**src/rtl/dma_regs_pkg.sv**
```systemverilog
package dma_regs_pkg;

   localparam int NUM_WORDS = 8;
   localparam int IDX_W     = $clog2(NUM_WORDS);
   localparam int NUM_CHAN  = 2;

   localparam logic [31:0] VERSION_ID = 32'hA000_0000;

   // control word bit positions
   localparam int B_PEND   = 0;
   localparam int B_IEN    = 4;
   localparam int B_LOAD   = 6;
   localparam int B_RST    = 7;
   localparam int B_DIR    = 8;
   localparam int B_LOADED = 26;

   typedef enum logic [IDX_W-1:0] {
      W_STOR_CTL  = 3'd0,
      W_STOR_ADDR = 3'd1,
      W_ETH_CTL   = 3'd4,
      W_ETH_BASE  = 3'd7
   } word_idx_e;

endpackage

```
**src/rtl/dma_chan_ctl.sv**
```systemverilog
module dma_chan_ctl
   import dma_regs_pkg::*;
#(
   parameter int DATA_W   = 32,
   parameter bit HAS_LOAD = 1'b1
) (
   input  logic              clk,
   input  logic              rst_n,
   input  logic              wr_en,
   input  logic [DATA_W-1:0] wdata,
   input  logic              set_req,
   input  logic              clr_req,
   output logic [DATA_W-1:0] ctl_q,
   output logic              irq_o,
   output logic              rst_pulse_o,
   output logic              dir_o
);

   generate
      if (DATA_W <= B_LOADED) begin : g_bad_width
         $error("dma_chan_ctl: DATA_W must exceed the loaded-flag position");
      end
   endgenerate

   logic              load_hit;
   logic [DATA_W-1:0] ctl_nxt;

   generate
      if (HAS_LOAD) begin : g_load
         assign load_hit = wdata[B_LOAD] & ~wdata[B_RST];
      end else begin : g_noload
         assign load_hit = 1'b0;
      end
   endgenerate

   always_comb begin
      ctl_nxt = ctl_q;
      if (wr_en) begin
         ctl_nxt = wdata;
         if (load_hit) ctl_nxt[B_LOADED] = 1'b1;
      end
      if (clr_req) ctl_nxt[B_PEND] = 1'b0;
      if (set_req) ctl_nxt[B_PEND] = 1'b1;
   end

   always_ff @(posedge clk) begin
      if (!rst_n) begin
         ctl_q       <= DATA_W'(VERSION_ID);
         rst_pulse_o <= 1'b0;
      end else begin
         ctl_q       <= ctl_nxt;
         rst_pulse_o <= wr_en & wdata[B_RST];
      end
   end

   assign irq_o = ctl_q[B_PEND] & ctl_q[B_IEN];
   assign dir_o = ctl_q[B_DIR];

   p_ien_off_r4: assert property (@(posedge clk) disable iff (!rst_n)
      (wr_en && !wdata[B_IEN]) |=> !irq_o);

   p_pulse_src_r5: assert property (@(posedge clk) disable iff (!rst_n)
      rst_pulse_o |-> $past(wr_en && wdata[B_RST]));

   p_raise_r9: assert property (@(posedge clk) disable iff (!rst_n)
      set_req |=> ctl_q[B_PEND]);

   generate
      if (HAS_LOAD) begin : g_load_chk
         p_loaded_r6: assert property (@(posedge clk) disable iff (!rst_n)
            (wr_en && wdata[B_LOAD] && !wdata[B_RST]) |=> ctl_q[B_LOADED]);
      end
   endgenerate

endmodule

```
**src/rtl/dma_addr_ctr.sv**
```systemverilog
module dma_addr_ctr #(
   parameter int DATA_W = 32,
   parameter int LEN_W  = 16
) (
   input  logic              clk,
   input  logic              rst_n,
   input  logic              wr_en,
   input  logic [DATA_W-1:0] wdata,
   input  logic              done,
   input  logic [LEN_W-1:0]  len,
   output logic [DATA_W-1:0] addr_q
);

   generate
      if (LEN_W > DATA_W || LEN_W < 1) begin : g_bad_len
         $error("dma_addr_ctr: LEN_W must be 1..DATA_W");
      end
   endgenerate

   localparam int PAD_W = DATA_W - LEN_W;

   logic [DATA_W-1:0] len_ext;
   assign len_ext = {{PAD_W{1'b0}}, len};

   always_ff @(posedge clk) begin
      if (!rst_n)     addr_q <= '0;
      else if (wr_en) addr_q <= wdata;
      else if (done)  addr_q <= addr_q + len_ext;
   end

   p_advance_r8: assert property (@(posedge clk) disable iff (!rst_n)
      (done && !wr_en) |=> (addr_q == $past(addr_q) + $past(len_ext)));

   p_wr_wins_r8: assert property (@(posedge clk) disable iff (!rst_n)
      wr_en |=> (addr_q == $past(wdata)));

endmodule

```
**src/rtl/dual_dma_regs.sv**
```systemverilog
module dual_dma_regs
   import dma_regs_pkg::*;
#(
   parameter int ADDR_W = 12,
   parameter int LEN_W  = 16
) (
   input  logic              clk,
   input  logic              rst_n,
   input  logic              reg_wr,
   input  logic              reg_rd,
   input  logic [ADDR_W-1:0] reg_addr,
   input  logic [31:0]       reg_wdata,
   output logic [31:0]       reg_rdata,
   input  logic              stor_done,
   input  logic [LEN_W-1:0]  stor_len,
   input  logic              stor_irq_set,
   input  logic              stor_irq_clr,
   input  logic              eth_irq_set,
   input  logic              eth_irq_clr,
   input  logic [31:0]       eth_addr_in,
   output logic [31:0]       eth_addr_out,
   output logic              stor_irq,
   output logic              eth_irq,
   output logic              stor_rst_pulse,
   output logic              eth_rst_pulse,
   output logic              stor_dir,
   output logic              eth_dir
);

   localparam int DATA_W  = 32;
   localparam int IDX_LO  = 2;
   localparam int IDX_HI  = IDX_LO + IDX_W - 1;
   localparam int CH_STEP = NUM_WORDS / NUM_CHAN;

   generate
      if (ADDR_W <= IDX_HI + 1) begin : g_bad_addr
         $error("dual_dma_regs: ADDR_W must exceed the word index field");
      end
   endgenerate

   logic [IDX_W-1:0]  idx;
   logic [NUM_WORDS-1:0] wr_hit;
   logic [DATA_W-1:0] word_q [NUM_WORDS];
   logic [DATA_W-1:0] ctl_w  [NUM_CHAN];
   logic [DATA_W-1:0] addr_w;
   logic [NUM_CHAN-1:0] ch_set, ch_clr, ch_irq, ch_pulse, ch_dir;
   logic unused_addr_bits;

   assign idx = reg_addr[IDX_HI:IDX_LO];
   assign unused_addr_bits = ^{reg_addr[ADDR_W-1:IDX_HI+1], reg_addr[IDX_LO-1:0]};

   generate
      for (genvar k = 0; k < NUM_WORDS; k++) begin : g_dec
         assign wr_hit[k] = reg_wr && (idx == IDX_W'(k));
      end
   endgenerate

   assign ch_set = {eth_irq_set, stor_irq_set | stor_done};
   assign ch_clr = {eth_irq_clr, stor_irq_clr};

   generate
      for (genvar c = 0; c < NUM_CHAN; c++) begin : g_chan
         dma_chan_ctl #(
            .DATA_W   (DATA_W),
            .HAS_LOAD (c == 0)
         ) u_ctl (
            .clk         (clk),
            .rst_n       (rst_n),
            .wr_en       (wr_hit[c*CH_STEP]),
            .wdata       (reg_wdata),
            .set_req     (ch_set[c]),
            .clr_req     (ch_clr[c]),
            .ctl_q       (ctl_w[c]),
            .irq_o       (ch_irq[c]),
            .rst_pulse_o (ch_pulse[c]),
            .dir_o       (ch_dir[c])
         );
      end
   endgenerate

   dma_addr_ctr #(
      .DATA_W (DATA_W),
      .LEN_W  (LEN_W)
   ) u_addr (
      .clk    (clk),
      .rst_n  (rst_n),
      .wr_en  (wr_hit[W_STOR_ADDR]),
      .wdata  (reg_wdata),
      .done   (stor_done),
      .len    (stor_len),
      .addr_q (addr_w)
   );

   generate
      for (genvar k = 0; k < NUM_WORDS; k++) begin : g_word
         if (k == int'(W_STOR_CTL)) begin : g_sc
            assign word_q[k] = ctl_w[0];
         end else if (k == int'(W_ETH_CTL)) begin : g_ec
            assign word_q[k] = ctl_w[1];
         end else if (k == int'(W_STOR_ADDR)) begin : g_sa
            assign word_q[k] = addr_w;
         end else begin : g_plain
            logic [DATA_W-1:0] plain_q;
            always_ff @(posedge clk) begin
               if (!rst_n)         plain_q <= '0;
               else if (wr_hit[k]) plain_q <= reg_wdata;
            end
            assign word_q[k] = plain_q;
         end
      end
   endgenerate

   always_ff @(posedge clk) begin
      if (!rst_n)      reg_rdata <= '0;
      else if (reg_rd) reg_rdata <= word_q[idx];
   end

   assign eth_addr_out   = eth_addr_in | word_q[W_ETH_BASE];
   assign stor_irq       = ch_irq[0];
   assign eth_irq        = ch_irq[1];
   assign stor_rst_pulse = ch_pulse[0];
   assign eth_rst_pulse  = ch_pulse[1];
   assign stor_dir       = ch_dir[0];
   assign eth_dir        = ch_dir[1];

   p_rd_hold_r2: assert property (@(posedge clk) disable iff (!rst_n)
      !reg_rd |=> $stable(reg_rdata));

   p_pulse_one_r5: assert property (@(posedge clk) disable iff (!rst_n)
      (stor_rst_pulse && !wr_hit[W_STOR_CTL]) |=> !stor_rst_pulse);

endmodule

```
**config.mk**
```make
export PLATFORM = sky130hd
export DESIGN_NAME = dual_dma_regs
export DESIGN_NICKNAME = d
export VERILOG_FILES = /design/src/rtl/dma_regs_pkg.sv /design/src/rtl/dma_chan_ctl.sv /design/src/rtl/dma_addr_ctr.sv /design/src/rtl/dual_dma_regs.sv
export SDC_FILE = /design/constraint.sdc
export NUM_CORES = 1
export LEC_CHECK = 0
export ABC_AREA = 0
export BUFFER_PORTS_ARGS = -buffer_cell sky130_fd_sc_hd__buf_2
export CORE_AREA = 2 2 208 210
export CTS_CLUSTER_SIZE = 8
export DETAILED_ROUTE_END_ITERATION = 7
export DIE_AREA = 0 0 210 212
export GPL_TIMING_DRIVEN = 0
export PLACE_DENSITY = 0.48
export SLEW_MARGIN = 40
export SYNTH_ARGS = -nofsm -noshare
export SYNTH_HDL_FRONTEND = slang
export SYNTH_HIERARCHICAL = 1
export SYNTH_SLANG_ARGS = --single-unit
```
**constraint.sdc**
```tcl
create_clock -name clk -period 6 [get_ports clk]
set_input_delay 1.8 -clock clk [delete_from_list [all_inputs] [get_ports clk]]
set_output_delay 1.8 -clock clk [all_outputs]
set_load 0.02 [all_outputs]
```
==> flow_summary.ini <==
[yosys]
ys_ff_latch = 290
synth_top_area_cell = dfxtp_1
ys_top_cells_by_area = dfxtp_1 40%, mux2i_1 9.7%, nand2_1 9.4%
ys_warn_count = 6
synth_top_area_frac = 0.398
syn_inst = 1661
ys_types = 72
netlist_area_sq_um = 14600
synth_flop_cell = dfxtp_1
ys_seq_area_frac = 0.398
synth_nets = 1779
avgSynthCellArea_sq_um = 8.78
synthArstFlopShare = 0
synth_edf_count = 0

[worst_setup_path]
arrival_ns = 5.18
worstSetupPathType = input port to flop
r2r_start = u_addr/addr_q[0]
path_common_cell = clkbuf_1
path_buf_inv = 6
crit_slowest_cell = nor3b_1
worstPathRequired_ns = 6.46
end_kind = flop
path_max_fanout = 10
max_stage_delay_ns = 0.57
startpoint = reg_addr[2]
critPathLaunchType = input port
path_delay_family = buffers and inverters
critical_path.cell_chain = buf_4 -> buf_2 -> clkbuf_1 -> nor3b_1 -> clkbuf_1 -> buf_1 -> clkbuf_1 -> a21oi_1 -> a21oi_1

[grt]
grt-busiest-layer = met2
overflow = 0
grt_max_degree = 19
grt_usage = 0.251
gr-usage-met3 = 0.0412
use_met2 = 0.417
antenna_found_initial = 1
met1_usage = 0.335
grt_first_pass_wirelength_um = 81600
first_global_vias = 12300

[clock_tree]
clk_latency_ns = 0.54
h-tree-depth = 2
cts_buffers = 42
cts_tree = yes
cts_resized = 0
ctsHoldBuffers = 0
clkSlewWorstSetupHoldPaths_ns = 0.05
cts_max_path_buffers = 3
cts_setup_buffers = 0
clock-sinks = 290
clockRootBuffer = clkbuf_16

[sta]
final_hold_viol_count = 0
tns_ns = 0
timing.slew.headroom = 0.406
max_slew.worst_pin.slew_ns = 0.891
fin_skew_ns = 0.0123
fmax_mhz = 212
rsz0062_at_grt = no
min_period_ns = 4.72
setup_violations = 0
worst_slack_ns = 1.28
fin_crit_sh = 0.787
slew_viol_final = 0

[floorplanning]
initial_core_util = 0.343
die_area_sq_um = 44500
coreArea_sq_um = 42500
io_pins = 171
dieHeight_um = 212
fp-row-count = 76
fp.dieW_um = 210

[finish]
drive_gt1_frac = 0.192
layout.nets = 1982
syn_to_final_growth_pct = 17.7
final_cells = 2414
nFillCells = 4342
post-route-util = 0.404

[hold_path]
min_from = g_word[2].g_plain.plain_q[15]
hold_class = flop to flop

[pwr]
power_mw = 4.92
peakVddDrop_uv = 163
power.density_nw_per_um2 = 286
leakagePower_nw = 6.44

[detailed_routing]
vias = 13000
wl_um = 56500
viasPerCell = 5.38
remaining_drc_errors = 0
wl_per_cell_um = 23.4
dr.pass1.iters = 5
drtIter0Drc = 955
ant_nets = 0

[place]
io_buffers = 159
dp_hpwl_um = 42500
gp_congestion = 0.879
dp_cells = 2366
dp_slack_ns = 0.739

[run_status]
outcome = finished, final reports clean

[flow_run]
maxCapViolCount = 0
cell usage in the layout (no fill, tap or decap), drive strengths merged, types with 5 or more instances in the layout:
master	synthesis	routed
nor2	55	55
a211oi	25	25
xor2	8	8
and3	6	6
a21oi	58	58
a22oi	15	15
or2	35	35
nor3b	5	5
a21o	15	15
nand4	7	7
a31oi	7	7
o21ai	71	71
clkbuf	60	105
mux2	16	16
mux2i	141	141
buf	67	226
nand3	16	16
dfxtp	290	290
inv	7	8
o211ai	19	19
nand2b	27	27
xnor2	6	6
nor2b	68	68
o2111ai	16	16
a21boi	161	161
a221o	6	6
a2111oi	14	14
ha	16	16
nor3	10	10
mux4	11	11
nand2	367	367
where the power goes:
part           internal (mW)  leakage, nW  total (mW)  switching (mW)
Combinational          0.267         3.53       0.732           0.465
Clock                   1.27        0.547        2.13           0.859
Sequential              2.00         2.36        2.06          0.0631
Total                   3.53         6.44        4.92            1.39
path summary, 6_finish.rpt:
check | end | slack, ns | depth (start not counted)
setup / recovery | u_addr/addr_q[9] | 1.28 | 9
setup reg to reg | u_addr/addr_q[24] | 3.52 | 8
hold reg to reg | g_word[2].g_plain.plain_q[15] | 0.45 | 2
hold / removal | g_word[2].g_plain.plain_q[15] | 0.45 | 2
area by class of cell:
class | instances | area [sq um] | share of cell area
clock buffers | 45 | 1090 | 0.0637
diodes | 1 | 2.50 | 0.000146
inverters | 7 | 26.3 | 0.00153
well taps | 546 | 683 | 0.0398
repair buffers | 159 | 796 | 0.0463
plain buffers | 127 | 708 | 0.0412
multi-input cells | 1237 | 8050 | 0.469
flip-flops and latches | 290 | 5810 | 0.338
clock inverters | 2 | 13.8 | 0.000801
routing by layer:
| layer | vias to the layer above | wire [um] | share of wire |
|---|---|---|---|
| met3 | 98 | 3310 | 0.059 |
| met5 | - | 0 | 0 |
| li1 | 6199 | - | - |
| met1 | 6295 | 25300 | 0.45 |
| met4 | 0 | 1600 | 0.028 |
| met2 | 398 | 26300 | 0.47 |
cells in the mapped netlist (7+ instances only):
| cell type | number |
|---|---|
| a2111oi_0 | 11 |
| a211oi_1 | 20 |
| a21boi_0 | 124 |
| a21boi_1 | 37 |
| a21o_1 | 15 |
| a21oi_1 | 54 |
| a22oi_1 | 15 |
| a31oi_1 | 7 |
| buf_2 | 40 |
| buf_4 | 11 |
| buf_6 | 7 |
| clkbuf_1 | 60 |
| dfxtp_1 | 290 |
| ha_1 | 16 |
| inv_1 | 7 |
| mux2_2 | 16 |
| mux2i_1 | 141 |
| mux4_2 | 11 |
| nand2_1 | 367 |
| nand2b_1 | 27 |
| nand3_1 | 15 |
| nor2_1 | 55 |
| nor2b_1 | 68 |
| nor3_1 | 8 |
| o2111ai_1 | 16 |
| o211ai_1 | 16 |
| o21ai_0 | 67 |
| or2_2 | 35 |
| xor2_1 | 8 |
flip-flops by register name, indices dropped and copies added (netlist names):
signal and count:
g_chan.u_ctl/ctl_q 64, u_addr/addr_q 32, g_chan.u_ctl/rst_pulse_o 2, g_word.g_plain.plain_q 160, reg_rdata 32
worst reg2reg max path, delay by kind of cell, from the launching register on:
kind	cells	cell delay (ns)
multiplexers	1	0.37
AO/OA/AOI/OAI	5	1.03
flip-flops	1	0.35
adder cells (fa/ha/maj)	2	0.67
cell families (layout without fill, tap and decap cells):
logic type,Yosys count,in the layout,synth area share
adders and majority gates,17,17,0.0151
DFF,290,290,0.398
AOI/OAI and AO/OA,426,426,0.210
muxes,168,168,0.126
other,0,1,0
xor gates and xnor gates,14,14,0.00840
buffers and inverters,134,340,0.0503
and+or+nand+nor,612,612,0.193
per-stage QoR:
stage / hold WS (ns) / area (sq um)
after floorplan: 0.430 / 14600
after CTS: 0.453 / 17200
after global routing: 0.472 / 17200
final: 0.451 / 17200
after detailed placement: 0.446 / 16100
after global placement: 0.437 / 16100
Power figures use the tool's default switching activity.
